--- config.mk ---
export PLATFORM = sky130hd
export DESIGN_NAME = swrst_lock_ctrl
export DESIGN_NICKNAME = d
export VERILOG_FILES = /design/src/rtl/swrst_pkg.sv /design/src/rtl/swrst_lock_bank.sv /design/src/rtl/swrst_ctrl_bank.sv /design/src/rtl/swrst_out_stage.sv /design/src/rtl/swrst_lock_ctrl.sv
export SDC_FILE = /design/constraint.sdc
export NUM_CORES = 1
export LEC_CHECK = 0
export BUFFER_PORTS_ARGS = -buffer_cell sky130_fd_sc_hd__buf_2
export CAP_MARGIN = 15
export CORE_UTILIZATION = 45
export DETAILED_ROUTE_END_ITERATION = 7
export GPL_TIMING_DRIVEN = 0
export PLACE_DENSITY = 0.74
export SLEW_MARGIN = 20
export SYNTH_ARGS = -nofsm -noshare
export SYNTH_HDL_FRONTEND = slang
export SYNTH_SLANG_ARGS = --single-unit
export TNS_END_PERCENT = 1
--- constraint.sdc ---
create_clock -name clk -period 1.48 [get_ports clk]
set_clock_uncertainty 0.15 [all_clocks]
set_input_delay 0 -clock clk [delete_from_list [all_inputs] [get_ports clk]]
set_output_delay 0 -clock clk [all_outputs]
set_load 0.01 [all_outputs]
--- src/rtl/swrst_pkg.sv ---
package swrst_pkg;
  typedef enum logic {
    SEL_LOCK = 1'b0,
    SEL_CTRL = 1'b1
  } swrst_sel_e;
endpackage

--- src/rtl/swrst_lock_bank.sv ---
module swrst_lock_bank #(
  parameter int N = 8
) (
  input  logic         clk,
  input  logic         rst,
  input  logic         we,
  input  logic [N-1:0] wdata,
  output logic [N-1:0] lock_q
);
  // Write-zero-to-clear: a 1 in the data leaves the bit alone.
  always_ff @(posedge clk) begin
    if (rst)     lock_q <= '1;
    else if (we) lock_q <= lock_q & wdata;
  end
endmodule

--- src/rtl/swrst_ctrl_bank.sv ---
module swrst_ctrl_bank #(
  parameter int N = 8
) (
  input  logic         clk,
  input  logic         rst,
  input  logic         we,
  input  logic [N-1:0] wdata,
  input  logic [N-1:0] lock,
  output logic [N-1:0] ctrl_q
);
  for (genvar i = 0; i < N; i++) begin : g_bit
    always_ff @(posedge clk) begin
      if (rst)                 ctrl_q[i] <= 1'b1;
      else if (we && lock[i])  ctrl_q[i] <= wdata[i];
    end
  end
endmodule

--- src/rtl/swrst_out_stage.sv ---
module swrst_out_stage #(
  parameter int N = 8
) (
  input  logic         clk,
  input  logic         rst,
  input  logic [N-1:0] hw_rst_ni,
  input  logic [N-1:0] ctrl,
  output logic [N-1:0] rst_no
);
  for (genvar i = 0; i < N; i++) begin : g_out
    always_ff @(posedge clk) begin
      if (rst) rst_no[i] <= 1'b0;
      else     rst_no[i] <= hw_rst_ni[i] & ctrl[i];
    end
  end
endmodule

--- src/rtl/swrst_lock_ctrl.sv ---
module swrst_lock_ctrl #(
  parameter int N = 8
) (
  input  logic         clk,
  input  logic         rst,
  input  logic         wr_en,
  input  logic         wr_sel,
  input  logic [N-1:0] wr_data,
  input  logic         rd_sel,
  output logic [N-1:0] rd_data,
  input  logic [N-1:0] hw_rst_ni,
  output logic [N-1:0] periph_rst_no
);
  import swrst_pkg::*;

  logic [N-1:0] lock_q;
  logic [N-1:0] ctrl_q;
  swrst_sel_e   wsel;
  swrst_sel_e   rsel;

  assign wsel = swrst_sel_e'(wr_sel);
  assign rsel = swrst_sel_e'(rd_sel);

  swrst_lock_bank #(.N(N)) u_lock (
    .clk    (clk),
    .rst    (rst),
    .we     (wr_en && wsel == SEL_LOCK),
    .wdata  (wr_data),
    .lock_q (lock_q)
  );

  swrst_ctrl_bank #(.N(N)) u_ctrl (
    .clk    (clk),
    .rst    (rst),
    .we     (wr_en && wsel == SEL_CTRL),
    .wdata  (wr_data),
    .lock   (lock_q),
    .ctrl_q (ctrl_q)
  );

  swrst_out_stage #(.N(N)) u_out (
    .clk       (clk),
    .rst       (rst),
    .hw_rst_ni (hw_rst_ni),
    .ctrl      (ctrl_q),
    .rst_no    (periph_rst_no)
  );

  always_ff @(posedge clk) begin
    if (rst)                    rd_data <= '0;
    else if (rsel == SEL_CTRL)  rd_data <= ctrl_q;
    else                        rd_data <= lock_q;
  end
endmodule

== Yosys cells after proc, flatten, opt, wreduce, memory -nomap -nowiden ==
Cells that the tools add are included.

* Register bits: 32
* Word-level logic and storage cells: 39

* Multiplexer cells: 1
* Bitwise operators: 10
* Reduce and logical (&&, ||, !) cells: 10

{| class="wikitable"
|+ Operator list
! operator !! count
|-
| $logic_and 1x1->1 || 10
|-
| $and 1x1->1 || 8
|-
| $and 8x8->8 || 1
|-
| $mux 8 || 1
|-
| $not 1->1 || 1
|}

== Longest topological paths before layout ==
Gate-level depths: netlist (run 1).

* Depth after elaboration: 2
* Gate-level depth with buffers: 3
* Depth with buffers taken out: 2

== Cells and area by module ==
Synthesis (run 1) repeated with hierarchy kept, for this count alone.

* Cell total of the unflattened synthesis: 95
* Area, all modules: 1127.3 um^2

{| class="wikitable"
|+ By module, submodules not included
! module !! times used !! cells each !! area each (um^2)
|-
| swrst_ctrl_bank || 1 || 26 || 324.1
|-
| swrst_lock_ctrl || 1 || 28 || 297.8
|-
| swrst_lock_bank || 1 || 25 || 275.3
|-
| swrst_out_stage || 1 || 16 || 230.2
|}

== Worst setup path after synthesis (run 1) ==
OpenSTA, ideal clock, no wires.

* Path kind: input port to flip-flop
* From: in wr_sel
* To: reg u_lock.lock_q[5]
* Setup time: 0.114 ns
* Arrival: 0.650 ns
* Data required time: 1.216 ns
* Slack: 0.566 ns
* Stages: 3
* Path buffers: 1
* Cell sequence: buf_2 -> or3b_1 -> a21o_1

* Cells in the longest elaborated chain, start to end: 2

{| class="wikitable"
|+ Ends and longest elaborated chain
! what !! RTL line !! text
|-
| start: declaration || swrst_lock_ctrl.sv:7 || <nowiki>input logic wr_sel,</nowiki>
|-
| $not 1->1 || swrst_lock_ctrl.sv:27 || <nowiki>.we (wr_en && wsel == SEL_LOCK),</nowiki>
|-
| $logic_and 1x1->1 || swrst_lock_ctrl.sv:27 ||
|-
| end signal: assignment || swrst_lock_bank.sv:13 || <nowiki>else if (we) lock_q <= lock_q & wdata;</nowiki>
|-
| end: declaration || swrst_lock_bank.sv:8 || <nowiki>output logic [N-1:0] lock_q</nowiki>
|}

Every way passes these cells.
A chain may end at the register's enable or synchronous reset.

== Final worst setup path (run 1) ==
Ends and elaborated chain as after synthesis.

==> flow_summary.ini, run 1 <==
[synth]
syn_area_mm2 = 0.00116
yosysSeqAreaShare_pct = 55.4
syn_nets = 140
synth.avg_cell_area_um2 = 9.73
synthCells = 119
yosysWarningCount = 0
synth.distinct_cells = 11
synth-seq-cells = 32

[status]
outcome = finished clean

[clock_network]
cts_tree = done
cts_max_level = 2
root_buffer = clkbuf_4
cts_sinks = 32
worstSkewPairLatency_ns = 0.35
path_clk_slew_ns = 0.10
postCtsSetupBuffers = 0
numCtsBuffers = 5
cts_hold_buf = 40
cts_buffer_depth = 2
cts_resized = 0

[global_route]
grt.overflow.total = 0
antenna_found_initial = 0
grt_pass1_wl_mm = 5.04
grt_pass1_vias = 1090
grt_max_degree = 11
grt.total_usage_pct = 26.7

[timing]
rsz0062_at_grt = no
tns_ns = 0
min_period_over_period_pct = 90.9
hold_ws_ns = 0.280
worst_pin_slew_ns = 0.383
fmax_ghz = 0.743
setup_viol = 0
min_period_ns = 1.35
slew_viol_final = 0
final_hold_viol_count = 0
relSlewSlack_pct = 74.4

[setup_path]
end_kind = flip-flop
worstPathRequired_ns = 1.58
critPathArrivalTime_ns = 1.44
critPathMaxFanout = 10
crit_type = in2reg
start_kind = primary input

[finish]
n_antenna_cell = 0
final_nets = 221
final_layout_size_suffix_gt1_share_pct = 22.4
areaGrowthSynthToFinish_pct = 57.8
utilization_pct = 74.4
nFillCells = 181

[placed_design]
place_congestion = 0.740
dp_hpwl_mm = 1.53
portBuffers = 34

[pwr]
power_mw = 1.77
p_leak_nw = 0.913
ir_worst_vdd_uv = 942
powerDensity_mw_per_mm2 = 967

[floorplanning]
coreArea_mm2 = 0.00245
start_util_pct = 47.1
die_width_um = 52.7
fp.dieH_um = 52.7
rows = 18
boundaryPins = 37
dieArea_mm2 = 0.00278

[detailed_routing]
firstDrtPassIters = 4
wirelength_mm = 3.25
via_per_inst = 4.97
vias = 1147
drc = 0
drtIter0Drc = 16
ant_nets = 0
wire_per_inst_um = 14.1

[run]
cap_violations = 0

[hold_path]
hold_class = in2reg
==> kinds of logic (layout without fill, tap and decap cells) <==
logic type / after synthesis / in the layout / share of synthesized area [%]
flip-flops: 32 / 32 / 55.4
multiplexers: 16 / 16 / 13.8
AND/OR/NAND/NOR: 56 / 56 / 22.5
AO/OA/AOI/OAI: 8 / 8 / 5.19
buffers and inverters: 7 / 89 / 3.13
==> metal layers <==
metal	routed length, um	vias up	GRT usage (%)
met2	1750	32	47.3
met3	148	7	8.70
met1	1300	550	29.0
met5	0	-	0
li1	-	558	-
met4	46	0	10.5
==> layout make-up <==
class / count / area [um^2] / area share (%)
flip-flops and latches: 32 / 641 / 35.1
repair buffers: 74 / 571 / 31.2
multi-input cells: 80 / 480 / 26.3
clock buffers: 6 / 51.3 / 2.81
well taps: 30 / 37.5 / 2.05
plain buffers: 7 / 36.3 / 1.99
clock inverters: 2 / 10.0 / 0.548
==> worst paths after layout <==
check                                start                            end  slack [ns]  cells past startpoint
min reg2reg  u_lock.lock_q[6]$_SDFFE_PP1P_  u_lock.lock_q[6]$_SDFFE_PP1P_        0.35                      1
min                                    rst     u_out.rst_no[4]$_SDFF_PP0_        0.28                      3
max reg2reg  u_ctrl.ctrl_q[7]$_SDFFE_PP1P_     u_out.rst_no[7]$_SDFF_PP0_        0.18                      3
max                                 wr_sel  u_lock.lock_q[5]$_SDFFE_PP1P_        0.13                      5
==> per-stage QoR <==
stage	cells	cell area [um^2]	setup slack, ns
floorplan	119	1160	0.566
global placement	183	1370	0.364
detailed placement	183	1370	0.338
CTS	231	1830	0.153
global route	231	1830	0.0945
finish	231	1830	0.134
==> state kept, by name (all words and copies together) (netlist names) <==
name and flops:
rd_data 8, u_ctrl.ctrl_q 8, u_lock.lock_q 8, u_out.rst_no 8
==> cells in the final DEF, fill, tap and decap left out <==
master,count
a21o_1,8
buf_1,1
buf_2,36
buf_6,1
clkbuf_1,3
clkbuf_4,5
clkbuf_8,1
clkinv_2,2
dfxtp_1,32
dlygate4sd3_1,40
mux2i_1,16
nand2_1,8
nand3_1,8
nor2_1,32
or3b_1,8
==> synthesized netlist by cell type <==
master / n / share of area (%)
buf_6: 1 / 0.97
nand2_1: 8 / 2.6
nor2_1: 32 / 10
buf_1: 1 / 0.32
dfxtp_1: 32 / 55
or3b_1: 8 / 6.1
buf_2: 2 / 0.86
mux2i_1: 16 / 14
nand3_1: 8 / 3.5
a21o_1: 8 / 5.2
clkbuf_1: 3 / 0.97
==> critical path, stage by stage <==
cell           delay (ns)
dlygate4sd3_1        0.54
buf_2                0.16
buf_2                0.20
or3b_1               0.36
a21o_1               0.18
==> report_power, final <==
part / total (mW) / leakage (nW) / internal (mW) / switching (mW)
registers: 0.940 / 0.266 / 0.915 / 0.0253
logic: 0.287 / 0.610 / 0.163 / 0.124
clock network: 0.539 / 0.0380 / 0.226 / 0.313
total: 1.77 / 0.913 / 1.30 / 0.462
No activity file was read; power rests on OpenSTA's default activity.
==> run 2: changes to the inputs <==
Settings changed: CAP_MARGIN 15 to 20, RECOVER_POWER set to 25.
==> flow_summary.ini, run 2 (same netlist as run 1, synthesis figures left out) <==
[status]
outcome = finished clean

[clock_network]
cts_sinks = 32
postCtsSetupBuffers = 0
worstSkewPairLatency_ns = 0.35
cts_resized = 0
cts_buffer_depth = 2
cts_tree = done
root_buffer = clkbuf_4
path_clk_slew_ns = 0.10
numCtsBuffers = 5
cts_max_level = 2

[setup_path]
critPathMostFrequentCell = buf_2
cp-startpoint = wr_sel
rrSetupSlack_ns = 0.18
crit_type = in2reg
crit_buf_inv = 3
cp.depth = 5
critPathArrivalTime_ns = 1.44
max_stage_delay_ns = 0.54
worstPathRequired_ns = 1.58
critPathMaxFanout = 10
path_cells = dlygate4sd3_1 -> buf_2 -> buf_2 -> or3b_1 -> a21o_1
r2r_start = u_ctrl.ctrl_q[7]$_SDFFE_PP1P_
critPathSlowestCell = dlygate4sd3_1
start_kind = primary input
r2r-end = u_out.rst_no[7]$_SDFF_PP0_
reg2reg_depth = 3
end_kind = flip-flop
cpLargestDelayFamily = buffers and inverters

[global_route]
grt.total_usage_pct = 26.7
grt_pass1_wl_mm = 5.04
grt.overflow.total = 0
antenna_found_initial = 0
grt_max_degree = 11
grt_pass1_vias = 1090

[finish]
nFillCells = 186
areaGrowthSynthToFinish_pct = 56.5
final_nets = 221
finalInstanceArea_mm2 = 0.00181
ff_latch_area_um2 = 641
utilization_pct = 73.8
final_layout_size_suffix_gt1_share_pct = 16.4
n_antenna_cell = 0
final_cell_mix = dlygate4sd3_1, nor2_1, dfxtp_1
layout_commonest_cell = dlygate4sd3_1
multi_input_area_um2 = 480

[detailed_routing]
via_per_inst = 4.97
firstDrtPassIters = 4
drc = 0
ant_nets = 0
wirelength_mm = 3.26
vias = 1148
drtIter0Drc = 15
wire_per_inst_um = 14.1

[placed_design]
post-place-ws_ns = 0.338
postPlaceCellArea_mm2 = 0.00137
dp_hpwl_mm = 1.53
portBuffers = 34
place_congestion = 0.740

[pwr]
powerDensity_mw_per_mm2 = 973
power_mw = 1.76
ir_worst_vdd_uv = 943
p_leak_nw = 0.874

[timing]
setup_viol = 0
min_period_ns = 1.34
layout_setup_ws_ns = 0.136
final_hold_viol_count = 0
fmax_ghz = 0.744
min_period_over_period_pct = 90.8
rsz0062_at_grt = no
slew_viol_final = 0
tns_ns = 0
relSlewSlack_pct = 74.3
worst_pin_slew_ns = 0.385

[hold_path]
worstHoldStart = rst
hold_depth = 3
hold-path-endpoint = u_out.rst_no[4]$_SDFF_PP0_
hold_class = in2reg

[floorplanning]
dieArea_mm2 = 0.00278
start_util_pct = 47.1
fp.dieH_um = 52.7
coreArea_mm2 = 0.00245
die_width_um = 52.7
boundaryPins = 37
rows = 18

[run]
cap_violations = 0
## run 2: area by class of cell
cell class,count,share of cell area [%]
Tap cell,30,2.07
Buffer,7,2.00
Sequential cell,32,35.4
Multi-Input combinational cell,80,26.5
Clock buffer,6,2.83
Clock inverter,2,0.552
Timing Repair Buffer,74,30.7
## run 2: tightest hold or removal path, stage by stage
cell	delay [ns]
clkbuf_1	0.10
nor2_1	0.10
dlygate4sd3_1	0.54
## run 2: worst max-delay path by stage
| stage | to | slack (ns) |
|---|---|---|
| final | u_lock.lock_q[5]$_SDFFE_PP1P_ | 0.14 |
| after global placement | u_lock.lock_q[5]$_SDFFE_PP1P_ | 0.36 |
| after floorplan | u_lock.lock_q[5]$_SDFFE_PP1P_ | 0.57 |
| after CTS | u_lock.lock_q[5]$_SDFFE_PP1P_ | 0.15 |
| after global routing | u_ctrl.ctrl_q[3]$_SDFFE_PP1P_ | 0.09 |
| after detailed placement | u_lock.lock_q[5]$_SDFFE_PP1P_ | 0.34 |
## run 2: per-layer routing
metal | GRT usage [%] | part of all wire (%) | vias up
met5 | 0 | 0 | -
met4 | 10.5 | 1.4 | 0
met3 | 8.70 | 4.8 | 7
met2 | 47.3 | 54 | 32
met1 | 29.0 | 40 | 550
li1 | - | - | 559
## run 2: timing repair
item,4_1_cts,5_1_grt
hold endpoints to repair,32,0
hold buffers,40,0
setup endpoints to repair,0,0
## run 2: through the flow
stage	hold WS (ns)	std cells
floorplan	-0.0293	119
global placement	0.0692	183
detailed placement	0.0750	183
CTS	0.281	231
global route	0.296	231
finish	0.279	231
## run 2: report_power, final
part           leakage [nW]  switching, mW  internal [mW]
Sequential            0.266         0.0260          0.915
Clock                0.0380          0.315          0.226
Combinational         0.571          0.124          0.156
==> run 3: changes to the inputs <==
Settings changed: CAP_MARGIN 20 to 30, SYNTH_HIERARCHICAL set to 1.
==> flow_summary.ini, run 3 <==
[detailed_routing]
wirelength_mm = 2.49
ant_nets = 0
firstDrtPassIters = 4
via_per_inst = 4.99
wire_per_inst_um = 13.0
drc = 0
vias = 954
drtIter0Drc = 13

[timing]
min_period_ns = 1.43
relSlewSlack_pct = 55.2
setup_viol = 0
fmax_ghz = 0.700
final_hold_viol_count = 0
slew_viol_final = 0
tns_ns = 0
rsz0062_at_grt = no
worst_pin_slew_ns = 0.671
min_period_over_period_pct = 96.6

[synth]
synth.avg_cell_area_um2 = 11.9
yosysTopAreaCell = dfxtp_1
syn_area_mm2 = 0.00113
synth-compound-area-share_pct = 18.5
yosysSeqAreaShare_pct = 56.8
synth_top_cells_by_area = dfxtp_1, mux2i_1, a311o_1
synthCells = 95
synth-seq-cells = 32
netlist.area_leader.share_pct = 56.8
synth_most_common_cell = dfxtp_1
yosys-mux-area-fraction_pct = 7.10
syn_nets = 116
synth.distinct_cells = 15
synth_xor_xnor_area_share_pct = 0
synth_top_family_by_area = compound AO/OA/AOI/OAI gates
ys.flop_type = dfxtp_1
synth-simple-area-share_pct = 14.4
synthArstFlopShare_pct = 0
yosysWarningCount = 6
synthAdderAreaFrac_pct = 0
synth_edf_count = 0

[pwr]
intPower_mw = 1.24
ir_worst_vdd_uv = 991
power.switching_uw = 405
switching_share_pct = 24.6
clkPwrFrac_pct = 27.5
p_seq_share_pct = 57.6
combPwrFrac_pct = 14.9
powerDensity_mw_per_mm2 = 1010
p_leak_nw = 0.765

[clock_network]
worstSkewPairLatency_ns = 0.33
cts_resized = 0
cts_max_level = 2
cts_buffer_depth = 2
cts_tree = done
path_clk_slew_ns = 0.10
root_buffer = clkbuf_4
cts_sinks = 32
numCtsBuffers = 5

[global_route]
grt.total_usage_pct = 21.2
grt.overflow.total = 0
grt_pass1_wl_mm = 3.91
grt_pass1_vias = 951
antenna_found_initial = 0
grt_max_degree = 12

[finish]
instances_no_fill = 191
multi_input_area_um2 = 452
areaGrowthSynthToFinish_pct = 44.8
nFillCells = 189
final_nets = 184
final_cell_mix = buf_2, dfxtp_1, dlygate4sd3_1
final_layout_size_suffix_gt1_share_pct = 26.4
ff_latch_area_um2 = 641
n_antenna_cell = 0

[setup_path]
crit_type = in2reg
critPathMaxFanout = 8
cp-startpoint = wr_sel
critPathArrivalTime_ns = 1.50
path_cells = dlygate4sd3_1 -> buf_2 -> nor2b_1 -> nand2b_1 -> a21o_1
max_stage_delay_ns = 0.54
r2r_start = u_ctrl/ctrl_q[2]$_SDFFE_PP1P_
critPathSlowestCell = dlygate4sd3_1
end_kind = flip-flop
start_kind = primary input
worstPathRequired_ns = 1.55

[floorplanning]
fp.dieH_um = 52.1
coreArea_mm2 = 0.00228
dieArea_mm2 = 0.00271
boundaryPins = 37
rows = 17
die_width_um = 52.1
start_util_pct = 49.5

[run]
cap_violations = 0

[placed_design]
portBuffers = 35
place_congestion = 0.709
dp.cells = 158
dp_hpwl_mm = 1.43

[hold_path]
worstHoldStart = wr_en
hold_class = in2reg

[status]
outcome = finished clean
==> run 3: cell types whose count changed after synthesis, sizes merged, moves of 8 or more <==
cell    before  now
nor2        32    8
mux2i       16    8
nand2        8    0
or3b         8    0
a311o        0    8
nand2b       0    8
and3b        0    8
a21boi       0    8
nand3        8    0
==> run 3: timing repair <==
item                       4_1_cts  5_1_grt
setup endpoints to repair        0        0
hold endpoints to repair        32        0
setup buffers                    0        0
hold buffers                    26        0
==> run 3: cells by family (layout without fill, tap and decap cells) <==
group | Yosys count | count (layout)
AOI/OAI and AO/OA | 24 | 24
buffers and inverters | 5 | 73
DFF | 32 | 32
and+or+nand+nor | 26 | 26
muxes | 8 | 8
==> run 3: per-layer routing <==
layer	up-vias	wire, um	track usage [%]
li1	478	-	-
met1	433	1000	21.1
met2	34	1310	37.0
met3	9	128	8.77
met4	0	50	11.3
met5	-	0	0
==> run 3: worst paths after layout <==
path | endpoint | cells after the start | slack [ns]
min reg2reg | u_lock/lock_q[7]$_SDFFE_PP1P_ | 1 | 0.37
max reg2reg | u_out/rst_no[2]$_SDFF_PP0_ | 2 | 0.18
max | u_lock/lock_q[7]$_SDFFE_PP1P_ | 5 | 0.05
min | u_lock/lock_q[1]$_SDFFE_PP1P_ | 4 | 0.09
==> run 3: layout make-up <==
type / count / area share, %
timing repair buffer: 61 / 26.4
clock buffer: 6 / 2.53
sequential: 32 / 39.2
multi-input combinational: 58 / 27.7
clock inverter: 1 / 0.307
buffer: 5 / 1.69
tap: 28 / 2.15
==> run 3: stage by stage <==
step                setup slack (ns)  instance area, um^2  total power, mW  hold WS (ns)  util [%]
global route                 0.00982                 1630             1.72        0.0965      71.7
CTS                           0.0711                 1640             1.65        0.0824      72.2
detailed placement             0.277                 1340             1.16        0.0907      58.8
global placement               0.317                 1340             1.15        0.0868      58.8
finish                        0.0510                 1630             1.64        0.0864      71.7
floorplan                      0.491                 1130             1.08       0.00284         -
==> run 3: power by group through the flow <==
| stage | logic (mW) | clock network (mW) | registers, mW |
|---|---|---|---|
| final | 0.246 | 0.452 | 0.947 |
| after global routing | 0.269 | 0.498 | 0.955 |
| after CTS | 0.248 | 0.457 | 0.947 |
| after detailed placement | 0.192 | 0 | 0.966 |
| after global placement | 0.187 | 0 | 0.965 |
| after floorplan | 0.0981 | 0 | 0.980 |
==> run 3: worst max-delay path: cells and delay by family <==
family                 cells  cell delay (ns)
AND/OR/NAND/NOR            2             0.64
buffers and inverters      2             0.67
AO/OA/AOI/OAI              1             0.19
